**config.mk**
```make
export PLATFORM = sky130hd
export DESIGN_NAME = xbar_rr_matcher
export DESIGN_NICKNAME = d
export VERILOG_FILES = /design/src/rtl/xbar_rr_pkg.sv /design/src/rtl/xbar_occ_map.sv /design/src/rtl/xbar_rr_arb.sv /design/src/rtl/xbar_slot_seq.sv /design/src/rtl/xbar_rr_matcher.sv
export SDC_FILE = /design/constraint.sdc
export NUM_CORES = 1
export LEC_CHECK = 0
export ABC_AREA = 1
export BUFFER_PORTS_ARGS = -buffer_cell sky130_fd_sc_hd__clkbuf_2
export CORE_MARGIN = 4
export CORE_UTILIZATION = 55
export DETAILED_ROUTE_END_ITERATION = 7
export PLACE_DENSITY = 0.76
export SYNTH_ARGS = -nofsm -noshare
export SYNTH_HDL_FRONTEND = slang
export SYNTH_SLANG_ARGS = --single-unit
```
**constraint.sdc**
```tcl
create_clock -name clk -period 8.1 [get_ports clk]
set_input_delay 0.81 -clock clk [delete_from_list [all_inputs] [get_ports clk]]
set_output_delay 0.81 -clock clk [all_outputs]
set_load 0.01 [all_outputs]
```
**src/rtl/xbar_rr_pkg.sv**
```systemverilog
`timescale 1ns/1ps
package xbar_rr_pkg;

  // index width that stays at least one bit for degenerate counts
  function automatic int idx_w(input int n);
    return (n > 1) ? $clog2(n) : 1;
  endfunction

  typedef enum logic [0:0] {
    SEQ_IDLE = 1'b0,
    SEQ_RUN  = 1'b1
  } seq_state_e;

endpackage

```
**src/rtl/xbar_occ_map.sv**
```systemverilog
`timescale 1ns/1ps
module xbar_occ_map #(
  parameter  int N = 4,
  localparam int W = xbar_rr_pkg::idx_w(N)
) (
  input  logic           clk,
  input  logic           rst_n,
  input  logic [N-1:0]   upd_vld,
  input  logic [N*W-1:0] upd_oidx,
  input  logic [N-1:0]   upd_nonempty,
  output logic [N*N-1:0] occ
);

  // one row per input; each input owns its row, so rows never collide
  for (genvar gi = 0; gi < N; gi++) begin : g_row
    logic [N-1:0] row_q;
    logic [W-1:0] sel;
    assign sel = upd_oidx[gi*W +: W];

    always_ff @(posedge clk or negedge rst_n) begin
      if (!rst_n) begin
        row_q <= '0;
      end else if (upd_vld[gi] && (int'(sel) < N)) begin
        row_q[sel] <= upd_nonempty[gi];
      end
    end

    assign occ[gi*N +: N] = row_q;
  end

endmodule

```
**src/rtl/xbar_rr_arb.sv**
```systemverilog
`timescale 1ns/1ps
module xbar_rr_arb #(
  parameter  int N = 4,
  localparam int W = xbar_rr_pkg::idx_w(N)
) (
  input  logic [N-1:0] req,
  input  logic [W-1:0] ptr,
  output logic [N-1:0] gnt,
  output logic [W-1:0] gnt_idx,
  output logic         any
);

  // position k places after the pointer, wrapped into 0..N-1
  function automatic logic [W-1:0] wrap_idx(input logic [W-1:0] base, input int step);
    int s;
    s = int'(base) + step;
    if (s >= N) s = s - N;
    return W'(s);
  endfunction

  // programmable-priority encoder: pointer holds the highest priority slot
  always_comb begin
    gnt     = '0;
    gnt_idx = '0;
    any     = 1'b0;
    for (int k = 0; k < N; k++) begin
      if (!any && req[wrap_idx(ptr, k)]) begin
        any     = 1'b1;
        gnt_idx = wrap_idx(ptr, k);
      end
    end
    if (any) gnt[gnt_idx] = 1'b1;
  end

endmodule

```
**src/rtl/xbar_slot_seq.sv**
```systemverilog
`timescale 1ns/1ps
module xbar_slot_seq #(
  parameter  int ITERS = 4,
  localparam int ITW   = xbar_rr_pkg::idx_w(ITERS)
) (
  input  logic           clk,
  input  logic           rst_n,
  input  logic           slot_start,
  output logic           busy,
  output logic [ITW-1:0] iter_idx,
  output logic           launch,
  output logic           first_iter,
  output logic           last_iter,
  output logic           done
);

  localparam logic [ITW-1:0] LAST_IT = ITW'(ITERS - 1);

  xbar_rr_pkg::seq_state_e state_q;
  logic [ITW-1:0]          iter_q;
  logic                    done_q;

  assign busy       = (state_q == xbar_rr_pkg::SEQ_RUN);
  assign iter_idx   = iter_q;
  assign launch     = slot_start && !busy;
  assign first_iter = busy && (iter_q == '0);
  assign last_iter  = busy && (iter_q == LAST_IT);
  assign done       = done_q;

  always_ff @(posedge clk or negedge rst_n) begin
    if (!rst_n) begin
      state_q <= xbar_rr_pkg::SEQ_IDLE;
      iter_q  <= '0;
      done_q  <= 1'b0;
    end else begin
      done_q <= last_iter;
      if (launch) begin
        state_q <= xbar_rr_pkg::SEQ_RUN;
        iter_q  <= '0;
      end else if (busy) begin
        if (last_iter) begin
          state_q <= xbar_rr_pkg::SEQ_IDLE;
          iter_q  <= '0;
        end else begin
          iter_q <= iter_q + ITW'(1);
        end
      end
    end
  end

endmodule

```
**src/rtl/xbar_rr_matcher.sv**
```systemverilog
`timescale 1ns/1ps
module xbar_rr_matcher #(
  parameter  int N     = 4,
  parameter  int ITERS = 4,
  localparam int W     = xbar_rr_pkg::idx_w(N),
  localparam int ITW   = xbar_rr_pkg::idx_w(ITERS)
) (
  input  logic           clk,
  input  logic           rst_n,
  input  logic [N-1:0]   upd_vld,
  input  logic [N*W-1:0] upd_oidx,
  input  logic [N-1:0]   upd_nonempty,
  input  logic           slot_start,
  output logic           busy,
  output logic [ITW-1:0] iter_idx,
  output logic           match_done,
  output logic [N-1:0]   match_vld,
  output logic [N*W-1:0] match_oidx
);

  // one past an index, modulo N
  function automatic logic [W-1:0] step_ptr(input logic [W-1:0] idx);
    return (int'(idx) == N - 1) ? '0 : idx + W'(1);
  endfunction

  logic [N*N-1:0]        occ;
  logic [N*N-1:0]        snap_q;       // bit i*N+o: input i holds cells for output o
  logic [N-1:0]          in_done_q;
  logic [N-1:0]          out_done_q;
  logic [N-1:0][W-1:0]   gptr_q;
  logic [N-1:0][W-1:0]   aptr_q;
  logic [N-1:0][W-1:0]   work_idx_q;
  logic [N-1:0]          res_vld_q;
  logic [N-1:0][W-1:0]   res_idx_q;

  // named internal events for the checker
  logic [N-1:0][N-1:0]   gnt_mx;       // gnt_mx[o][i]: output o grants input i
  logic [N-1:0][N-1:0]   acc_mx;       // acc_mx[i][o]: input i accepts output o
  logic [N-1:0][W-1:0]   gnt_idx_o;
  logic [N-1:0]          gnt_any_o;
  logic [N-1:0][W-1:0]   acc_idx;
  logic [N-1:0]          acc_any;
  logic [N-1:0]          out_hit;

  logic launch, first_iter, last_iter;

  xbar_occ_map #(.N(N)) u_occ (
    .clk          (clk),
    .rst_n        (rst_n),
    .upd_vld      (upd_vld),
    .upd_oidx     (upd_oidx),
    .upd_nonempty (upd_nonempty),
    .occ          (occ)
  );

  xbar_slot_seq #(.ITERS(ITERS)) u_seq (
    .clk        (clk),
    .rst_n      (rst_n),
    .slot_start (slot_start),
    .busy       (busy),
    .iter_idx   (iter_idx),
    .launch     (launch),
    .first_iter (first_iter),
    .last_iter  (last_iter),
    .done       (match_done)
  );

  // grant stage: one arbiter per output over the still-unmatched inputs
  for (genvar go = 0; go < N; go++) begin : g_grant
    logic [N-1:0] col_req;
    always_comb begin
      for (int i = 0; i < N; i++) begin
        col_req[i] = snap_q[i*N + go] && !in_done_q[i] && !out_done_q[go];
      end
    end
    xbar_rr_arb #(.N(N)) u_garb (
      .req     (col_req),
      .ptr     (gptr_q[go]),
      .gnt     (gnt_mx[go]),
      .gnt_idx (gnt_idx_o[go]),
      .any     (gnt_any_o[go])
    );
  end

  // accept stage: one arbiter per input over the outputs that granted it
  for (genvar gi = 0; gi < N; gi++) begin : g_accept
    logic [N-1:0] row_gnt;
    always_comb begin
      for (int o = 0; o < N; o++) row_gnt[o] = gnt_mx[o][gi];
    end
    xbar_rr_arb #(.N(N)) u_aarb (
      .req     (row_gnt),
      .ptr     (aptr_q[gi]),
      .gnt     (acc_mx[gi]),
      .gnt_idx (acc_idx[gi]),
      .any     (acc_any[gi])
    );
  end

  // an output is matched this round when the input it granted accepted it
  always_comb begin
    for (int o = 0; o < N; o++) begin
      out_hit[o] = 1'b0;
      for (int i = 0; i < N; i++) out_hit[o] = out_hit[o] | acc_mx[i][o];
      out_hit[o] = out_hit[o] && gnt_any_o[o];
    end
  end

  // round state and persistent pointers
  always_ff @(posedge clk or negedge rst_n) begin
    if (!rst_n) begin
      snap_q     <= '0;
      in_done_q  <= '0;
      out_done_q <= '0;
      gptr_q     <= '0;
      aptr_q     <= '0;
      work_idx_q <= '0;
    end else if (launch) begin
      snap_q     <= occ;
      in_done_q  <= '0;
      out_done_q <= '0;
      work_idx_q <= '0;
    end else if (busy) begin
      in_done_q  <= in_done_q | acc_any;
      out_done_q <= out_done_q | out_hit;
      for (int i = 0; i < N; i++) begin
        if (acc_any[i]) work_idx_q[i] <= acc_idx[i];
      end
      if (first_iter) begin
        for (int o = 0; o < N; o++) begin
          if (out_hit[o]) gptr_q[o] <= step_ptr(gnt_idx_o[o]);
        end
        for (int i = 0; i < N; i++) begin
          if (acc_any[i]) aptr_q[i] <= step_ptr(acc_idx[i]);
        end
      end
    end
  end

  // result registers, loaded as the last round commits
  always_ff @(posedge clk or negedge rst_n) begin
    if (!rst_n) begin
      res_vld_q <= '0;
      res_idx_q <= '0;
    end else if (last_iter) begin
      res_vld_q <= in_done_q | acc_any;
      for (int i = 0; i < N; i++) begin
        if (acc_any[i])        res_idx_q[i] <= acc_idx[i];
        else if (in_done_q[i]) res_idx_q[i] <= work_idx_q[i];
        else                   res_idx_q[i] <= '0;
      end
    end
  end

  assign match_vld  = res_vld_q;
  assign match_oidx = res_idx_q;

endmodule

```
======== Word-level counts from Yosys, hierarchy flattened ========
Cells that the tools add are included.
W data, S select, Z words.
operators by class
  reductions and logical operators ........ 126
  bitwise operators ....................... 15
  $lt $le $gt $ge ......................... 88
  add/sub/neg operators ................... 65
  muxes and demuxes ....................... 228
  div/mod/pow operators ................... 0
  shifts and indexed selects .............. 0
  equality and inequality tests ........... 9
  multipliers ............................. 0
operators by type and width
  cell                   count
  $mux W2                87
  $lt A2 B3 Y1 const B   44
  $mux W1                79
  $logic_and A1 B1 Y1    75
  $ge A3 B3 Y1 const B   24
  $bmux W1 S2            32
  $sub A2 B1 Y2 const B  32
  $add A2 B2 Y3 const B  16
  $mux W4                12
  $logic_not A1 Y1       33
  $reduce_and A4 Y1      8
  $add A2 B1 Y3 const B  8
  $demux W1 S2           12
  $ge A2 B1 Y1 const B   12
  $ge A2 B3 Y1 const B   8
  $add A2 B1 Y2 const B  9
  $bwmux W4              4
  $eq A2 B1 Y1 const B   8
  $mux W8                2
  $or A1 B1 Y1           12
  $reduce_bool A2 Y1     5
  $or A4 B4 Y4           2
  $reduce_and A2 Y1      4
  $eq A2 B2 Y1 const B   1
  2 further kinds        2
storage, ports and cells
  output and inout port bits .............. 16
  memory bits (writable) .................. 0
  ROM bits ................................ 0
  latch bits .............................. 0
  flip-flop bits (word level) ............. 80
  logic and storage cells ................. 558
  memories ................................ 0

======== Longest topological paths before layout ========
Gate-level depths: netlist of run 1.
  depth in word-level cells ............... 44
  gate-level depth with buffers ........... 32
  depth with buffers taken out ............ 31

======== Hierarchy ========
From an unflattened synthesis of run 1, not the netlist that was laid out.
unflattened totals
  cell total of the unflattened synthesis .. 1008
  area total of the unflattened synthesis .. 6764.0 um^2
modules (own cells, without submodules)
  module                                 area an instance (um^2)  instances  sequential area each (um^2)  cells each
  xbar_rr_arb at g_accept[0].u_aarb ...  392.9                    7          0.0                          74
  xbar_rr_matcher                        2667.6                   1          1501.4                       301
  xbar_occ_map                           765.7                    1          400.4                        96
  xbar_rr_arb at g_grant[3].u_garb       386.6                    1          0.0                          70
  xbar_slot_seq                          193.9                    1          100.1                        23

======== Worst setup path after synthesis of run 1 ========
No wires, ideal clock.
  path type ............................... flip-flop to flip-flop
  from .................................... reg gptr_q[2] in the netlist's numbering
  to ...................................... reg out_done_q[0]
  cell stages (with the launch flop) ...... 31
  path slack .............................. 4.778 ns
  buffers on the path ..................... 2
  data arrival time ....................... 3.186 ns
  required time ........................... 7.964 ns
  cell sequence ........................... dfrtp_1 buf_4 inv_4 nand2_1 nand2_1 nand3_1 nand2_2 nand4_2 buf_6 inv_1 a211oi_1 a31oi_1 inv_1 ha_1 nand3_1 nand3_1 nand2_2 nand2_2 nor2_4 nor2_2 nor2_2 inv_2 o21ai_4 inv_2 ha_1 nand2_1 nand2_1 inv_1 nand2_2 nand3_1 a21oi_1
on the way
  longest elaborated chain between the ends .. 43
  elaborated cells between the ends (all ways) .. 162
  those cells by class .................... add/sub (7); order compare (14); mux (101); bitwise (4); reduce/logical (36)
ends and longest elaborated chain
  element                                                                 RTL line                text
  start, declared                                                         xbar_rr_matcher.sv:30   logic [N-1:0][W-1:0] gptr_q;
  start signal, assigned by index                                         xbar_rr_matcher.sv:131  if (out_hit[o]) gptr_q[o] <= step_ptr(gnt_idx_o[o]);
  parallel branches: the longest is 18 deep, another holds $add A2 B1 Y3  n/a
  $mux W4 *                                                               xbar_rr_arb.sv:32       if (any) gnt[gnt_idx] = 1'b1;
  $bmux W1 S2                                                             xbar_rr_arb.sv:27       if (!any && req[wrap_idx(ptr, k)]) begin
  $mux W1 (implied by the code)                                           xbar_rr_arb.sv:27
  $mux W1                                                                 xbar_rr_arb.sv:27
  $logic_not A1 Y1                                                        xbar_rr_arb.sv:27
  $logic_and A1 B1 Y1                                                     xbar_rr_arb.sv:27
  $mux W1                                                                 xbar_rr_arb.sv:27
  [9 not listed]                                                          n/a
  $demux W1 S2                                                            n/a
  $mux W4                                                                 xbar_rr_arb.sv:32
  $or A1 B1 Y1 (2 in series)                                              xbar_rr_matcher.sv:104  for (int i = 0; i < N; i++) out_hit[o] = out_hit[o] | acc_mx[i][o];
  $or A1 B1 Y1 *                                                          xbar_rr_matcher.sv:104
  $logic_and A1 B1 Y1 *                                                   xbar_rr_matcher.sv:105  out_hit[o] = out_hit[o] && gnt_any_o[o];
  $or A4 B4 Y4 *                                                          xbar_rr_matcher.sv:125  out_done_q <= out_done_q | out_hit;
  $mux W4 *                                                               xbar_rr_matcher.sv:123  end else if (busy) begin
  $mux W4 *                                                               xbar_rr_matcher.sv:118  end else if (launch) begin
  end signal, assigned                                                    xbar_rr_matcher.sv:125
  end, declared                                                           xbar_rr_matcher.sv:29   logic [N-1:0] out_done_q;
Every way passes the cells marked *. The select of a mux whose other input is x is not followed.
A chain may end at the register's enable or synchronous reset.

======== Worst setup path after layout of run 1 ========
  from .................................... reg gptr_q[4] in the netlist's numbering
  to ...................................... reg out_done_q[1]
The elaborated chain is that of the path after synthesis.

==> results.yml, run 1 <==
outcome:
  status: "finished, final reports clean"
final_layout:
  nets: 864
  fin_area_sq_um: 6220
  syn2layout_area_growth_pct: 7.43
  drive_above_1_share_pct: 16.4
  diodes: 0
  fill_cells: 941
drt:
  firstDrtPassIters: 6
  postRouteAntennaNets: 0
  drc_errors: 0
  finalWirelength_microns: 14600
  drt-initial-drc-count: 418
  wire_per_inst_microns: 15.3
  vias: 5515
  avgViaCountPerCell: 5.79
timing:
  clock.fmax_mhz: 245
  slew_violations: 0
  worst_pin_slew_ns: 1.02
  slew_headroom_pct: 31.7
  setup_tns_ns: 0
  finalSetupViolCount: 0
  finalHoldViolCount: 0
  fin_crit_ns: 4.08
  period_share_pct: 50.4
  clock_skew_ns: 0.0101
  grt_setup_unrepaired: "false"
synth:
  synth_edf_count: 0
  synth-seq-cells: 80
  postSynthAreaPerCell_sq_um: 7.37
  ys_async_sr_fraction_pct: 100
  synth.distinct_cells: 45
  ys_seq_area_share_pct: 34.6
  synth_warnings: 0
  synthCells: 786
  ys.flop_type: "dfrtp_1"
  syn_area_sq_um: 5790
  synth_top_area_share_pct: 34.6
  syn_nets: 839
  yosys.area.top_type: "dfrtp_1"
  ys_top_cells_by_area: "dfrtp_1 35%, nand2_1 13%, nand3_1 12%"
setup_path:
  crit_path_max_fanout: 10
  r2r-start: "gptr_q[4]"
  r2r_end: "out_done_q[1]"
  setup.worst_path.start_class: "flip-flop"
  cp.arrival_ns: 4.30
  setup.worst_path.end: "out_done_q[1]"
  rr_worst_depth: 27
  regToRegSetupSlack_ns: 4.02
  path_class: "reg -> reg"
  cp.required_ns: 8.31
  startpoint: "gptr_q[4]"
  crit_path_end_kind: "flip-flop"
grt:
  grt_max_degree: 81
  grtUsageTotal_pct: 24.1
  antenna_found_initial: 0
  met3_usage_pct: 3.01
  met1_usage_pct: 32.5
  grt_pass1_vias: 5292
  grt_overflow_total: 0
  use_met2_pct: 41.1
  busiest_layer: "met2"
  grt_pass1_wl_microns: 24800
floorplan:
  die-height_microns: 111
  design.core.area_sq_um: 10300
  rows: 37
  io_pins: 35
  initial_core_util_pct: 56.3
  die_w_microns: 111
  die_area_sq_um: 12200
placed_design:
  io_buffers: 34
  place.gp.congestion: 1.01
  placed_area_sq_um: 6010
  hpwlAfterDp_microns: 10900
clock_tree:
  cts_tree: "yes"
  post-cts-setup-buffers: 0
  cts_hold_buf: 0
  numCtsBuffers: 9
  clkSinkCount: 80
  htree_levels: 3
  cts.path.max_buffers: 2
  clockRootBuffer: "clkbuf_8"
  path_clk_slew_ns: 0.09
  clock_latency_ns: 0.36
  ctsResizeCount: 0
worst_hold_path:
  hp-class: "reg -> reg"
job:
  maxCapViolCount: 0
synth_stat cells, drive strengths merged, types with 2 or more instances:
| master | number |
|---|---|
| xnor2 | 2 |
| clkinv | 2 |
| clkbuf | 9 |
| o211ai | 2 |
| o21ai | 47 |
| a21oi | 23 |
| nand3 | 155 |
| a31oi | 11 |
| ha | 34 |
| inv | 90 |
| buf | 12 |
| nand4 | 35 |
| nand2 | 219 |
| nand3b | 2 |
| dfrtp | 80 |
| nor2 | 47 |
| a22oi | 2 |
| xor2 | 6 |
layout by cell type (no fill, tap or decap), drive strengths merged:
cell type and n:
a22oi 2, o211ai 2, o21ai 47, a21oi 23, a221oi 1, nor2b 1, clkbuf 44, ha 34
nand4 35, or2 1, o21a 1, nor4 1, bufinv 1, nand3b 2, a211oi 1, buf 2
o22ai 1, nand2 219, inv 92, clkinv 2, xnor2 2, a21boi 1, a31oi 11, nor2 47
nand3 155, clkinvlp 2, xor2 6, dfrtp 80
cells by family (layout without fill, tap and decap cells):
kind of cell / after synthesis / after routing / synth area share, %
compound gates: 90 / 90 / 9.12
flops: 80 / 80 / 34.6
simple gates: 461 / 461 / 38.9
buf+inv: 113 / 143 / 8.41
xor+xnor: 8 / 8 / 1.60
fa+ha+maj: 34 / 34 / 7.35
cell type report:
| cell class | count | area [sq um] | share of cell area [%] |
|---|---|---|---|
| tap | 136 | 170 | 2.74 |
| inverter | 92 | 353 | 5.67 |
| clock inverter | 5 | 62.6 | 1.01 |
| multi-input combinational | 593 | 3300 | 53.1 |
| timing repair buffer | 35 | 180 | 2.90 |
| clock buffer | 11 | 151 | 2.43 |
| sequential | 80 | 2000 | 32.2 |
stage by stage:
step	hold slack [ns]	utilization [%]	std cells	setup slack (ns)
floorplan	0.442	-	786	4.78
global placement	0.457	58.4	936	4.23
detailed placement	0.463	58.4	936	4.12
CTS	0.486	60.5	952	4.09
global route	0.507	60.5	952	3.58
finish	0.480	60.5	952	4.02
worst min path at each step:
stage | startpoint | endpoint | slack, ns | depth (start not counted)
CTS | u_occ.g_row[2].row_q[0] | snap_q[8] | 0.49 | 2
global route | u_occ.g_row[2].row_q[0] | snap_q[8] | 0.51 | 2
detailed placement | u_occ.g_row[2].row_q[0] | snap_q[8] | 0.46 | 2
finish | u_occ.g_row[2].row_q[0] | snap_q[8] | 0.48 | 2
global placement | u_occ.g_row[3].row_q[2] | snap_q[14] | 0.46 | 2
floorplan | u_occ.g_row[0].row_q[0] | snap_q[0] | 0.44 | 2
metal layers:
metal  routed length (microns)  part of all wire [%]  up-vias
met2                      7130                    49      187
met5                         0                     0        -
met1                      6530                    45     2625
li1                          -                     -     2673
met4                       190                   1.3        0
met3                       745                   5.1       30
sequential cells by signal, summed over array words and instances, names as in the netlist:
register,count
match_vld,4
match_oidx,8
out_done_q,4
u_occ.g_row.row_q,16
in_done_q,4
u_seq.busy,1
u_seq.iter_idx,2
aptr_q,8
work_idx_q,8
snap_q,16
gptr_q,8
u_seq.done,1
critical path: stages, from the launching register on:
cell	delay (ns)
dfrtp_1	0.65
inv_2	0.12
nand4_1	0.15
nand3_1	0.08
nand2_1	0.18
inv_1	0.08
a21oi_1	0.21
nand2_1	0.12
o21ai_0	0.17
nand2_1	0.16
inv_1	0.11
ha_1	0.28
nand3_2	0.11
nand3_1	0.11
nand2_2	0.09
a21oi_1	0.21
nand2_1	0.09
nand2_1	0.07
o21ai_1	0.06
nand2_1	0.14
inv_1	0.11
ha_1	0.19
nand2_1	0.07
nand2_1	0.08
inv_2	0.06
nand2_2	0.07
nand3_1	0.08
a21oi_1	0.08
Power of run 1 is not shown: default switching activity piles up to over one toggle a cycle in this logic, so the estimate is an artifact.
==> inputs of run 2 (changes only) <==
- clock period: 8.1 -> 3.8 ns (I/O delays scaled with it)
==> run 2 against run 1 <==
Non-clock buffer count increased by 53. Critical path depth is 2 higher. Global-route usage is 0.45 points lower. Fmax up 8.8%. Flip-flop and latch count is the same. First-iteration DRC count up 25%. Count of clock-buffer cells in the layout increased by 1. Clock skew barely moved. Sequential share of layout area is 4.1 points lower. Critical endpoint is now gptr_q[1]. Setup slack worse by 4.0 ns. Wire length up 14%. Via count is 7.3% higher.
==> results.yml, run 2 (same netlist as run 1, synthesis figures left out) <==
placed_design:
  place.gp.congestion: 0.887
  hpwlAfterDp_microns: 10900
  io_buffers: 34
  placed_area_sq_um: 6120
grt:
  grt_pass1_vias: 5148
  grt_pass1_wl_microns: 24100
  grt_max_degree: 81
  met1_usage_pct: 32.1
  use_met2_pct: 38.1
  grtUsageTotal_pct: 23.7
  grt_overflow_total: 0
  met3_usage_pct: 3.95
  antenna_found_initial: 0
  busiest_layer: "met2"
timing:
  slew_headroom_pct: 29.5
  setup_tns_ns: 0
  clock_skew_ns: 0.0103
  slew_violations: 0
  fin_crit_ns: 3.75
  worst_pin_slew_ns: 1.06
  finalSetupViolCount: 0
  clock.fmax_mhz: 267
  period_share_pct: 98.7
  finalHoldViolCount: 0
  hold_ws_ns: 0.176
final_layout:
  final_common_cell: "nand2_1"
  reg_top3: "snap_q (16), u_occ.g_row.row_q (16)"
  post-route-util_pct: 69.9
  nets: 917
  drive_above_1_share_pct: 34.2
  syn2layout_area_growth_pct: 24.1
  diodes: 0
  fin_area_sq_um: 7180
  final_cell_mix: "187 x nand2_1, 111 x nand3_1, 68 x dfrtp_1"
clock_tree:
  clock_latency_ns: 0.36
  cts.path.max_buffers: 2
  numCtsBuffers: 9
  cts_tree: "yes"
  path_clk_slew_ns: 0.09
  clockRootBuffer: "clkbuf_8"
  clkSinkCount: 80
  htree_levels: 3
drt:
  drt-initial-drc-count: 523
  firstDrtPassIters: 7
  avgViaCountPerCell: 5.89
  drc_errors: 0
  finalWirelength_microns: 16700
  wire_per_inst_microns: 16.6
  postRouteAntennaNets: 0
  vias: 5915
setup_path:
  crit_path_max_incr_delay_ns: 0.51
  cp_top_family: "simple AND/OR/NAND/NOR gates"
  r2r_end: "gptr_q[1]"
  regToRegSetupSlack_ns: 0.05
  cp.arrival_ns: 3.99
  path_class: "reg -> reg"
  path_common_cell: "nand2_1"
  r2r-start: "in_done_q[3]"
  critPathSlowestCell: "dfrtp_2"
  rr_worst_depth: 29
  crit_path_max_fanout: 5
  crit_path_end_kind: "flip-flop"
  cp.required_ns: 4.04
  setup.worst_path.start_class: "flip-flop"
  crit_buf_inv: 5
floorplan:
  design.core.area_sq_um: 10300
  die_area_sq_um: 12200
  io_pins: 35
  die_w_microns: 111
  initial_core_util_pct: 56.3
  rows: 37
  die-height_microns: 111
worst_hold_path:
  hp-class: "in -> async"
job:
  maxCapViolCount: 0
outcome:
  status: "finished, final reports clean"
-- run 2: cell count changes in the layout (fill, tap and decap cells not counted), moves of 7 or more --
cell     before  now
nor2_1       43   28
dfrtp_1      80   68
inv_1        68   54
nand2_1     198  187
ha_1         34   22
nand3_2      12   38
inv_2        21   32
nand3_1     142  111
ha_4          0    7
buf_4         2   51
dfrtp_2       0   12
nor2_2        3   12
-- run 2: stage by stage --
stage,worst slack (ns),cells
after floorplan,0.478,786
after global placement,0.120,951
after detailed placement,-0.0460,951
after CTS,0.00175,967
after global routing,-0.162,1005
final,0.0491,1005
-- run 2: final cells by class --
type / instances / area [sq um]
clock buffers: 12 / 155
multi-input cells: 593 / 3830
fillers: 787 / 3090
clock inverters: 4 / 52.6
flip-flops and latches: 80 / 2020
well taps: 136 / 170
inverters: 92 / 360
repair buffers: 88 / 593
-- run 2: per-layer routing --
metal / wire, microns / share of wire [%] / up-vias
met5: 0 / 0 / -
met4: 505 / 3.0 / 0
met3: 1060 / 6.4 / 55
met2: 8210 / 49 / 268
met1: 6900 / 41 / 2807
li1: - / - / 2785
-- run 2: worst max-delay path by stage --
stage | from | to | slack (ns) | cells past startpoint
finish | in_done_q[3] | gptr_q[1] | 0.05 | 29
global route | in_done_q[3] | gptr_q[0] | -0.16 | 29
CTS | in_done_q[2] | gptr_q[4] | 0.002 | 30
detailed placement | gptr_q[4] | out_done_q[2] | -0.05 | 29
global placement | gptr_q[4] | gptr_q[0] | 0.12 | 28
floorplan | gptr_q[2] | out_done_q[0] | 0.48 | 30
-- run 2: what timing repair did --
item                       4_1_cts  5_1_grt
setup buffers                    0       39
setup endpoints to repair       12       15
hold buffers                     0        0
pin swaps                        0       46
resized for setup                4      152
-- run 2: worst register-to-register path, delay by kind of cell (launching register included) --
kind            cells  cell delay (ns)
simple gates       19             1.85
fa+ha+maj           2             0.39
buf+inv             5             0.44
compound gates      3             0.44
flops               1             0.51
Power of run 2 is left out for the same reason.
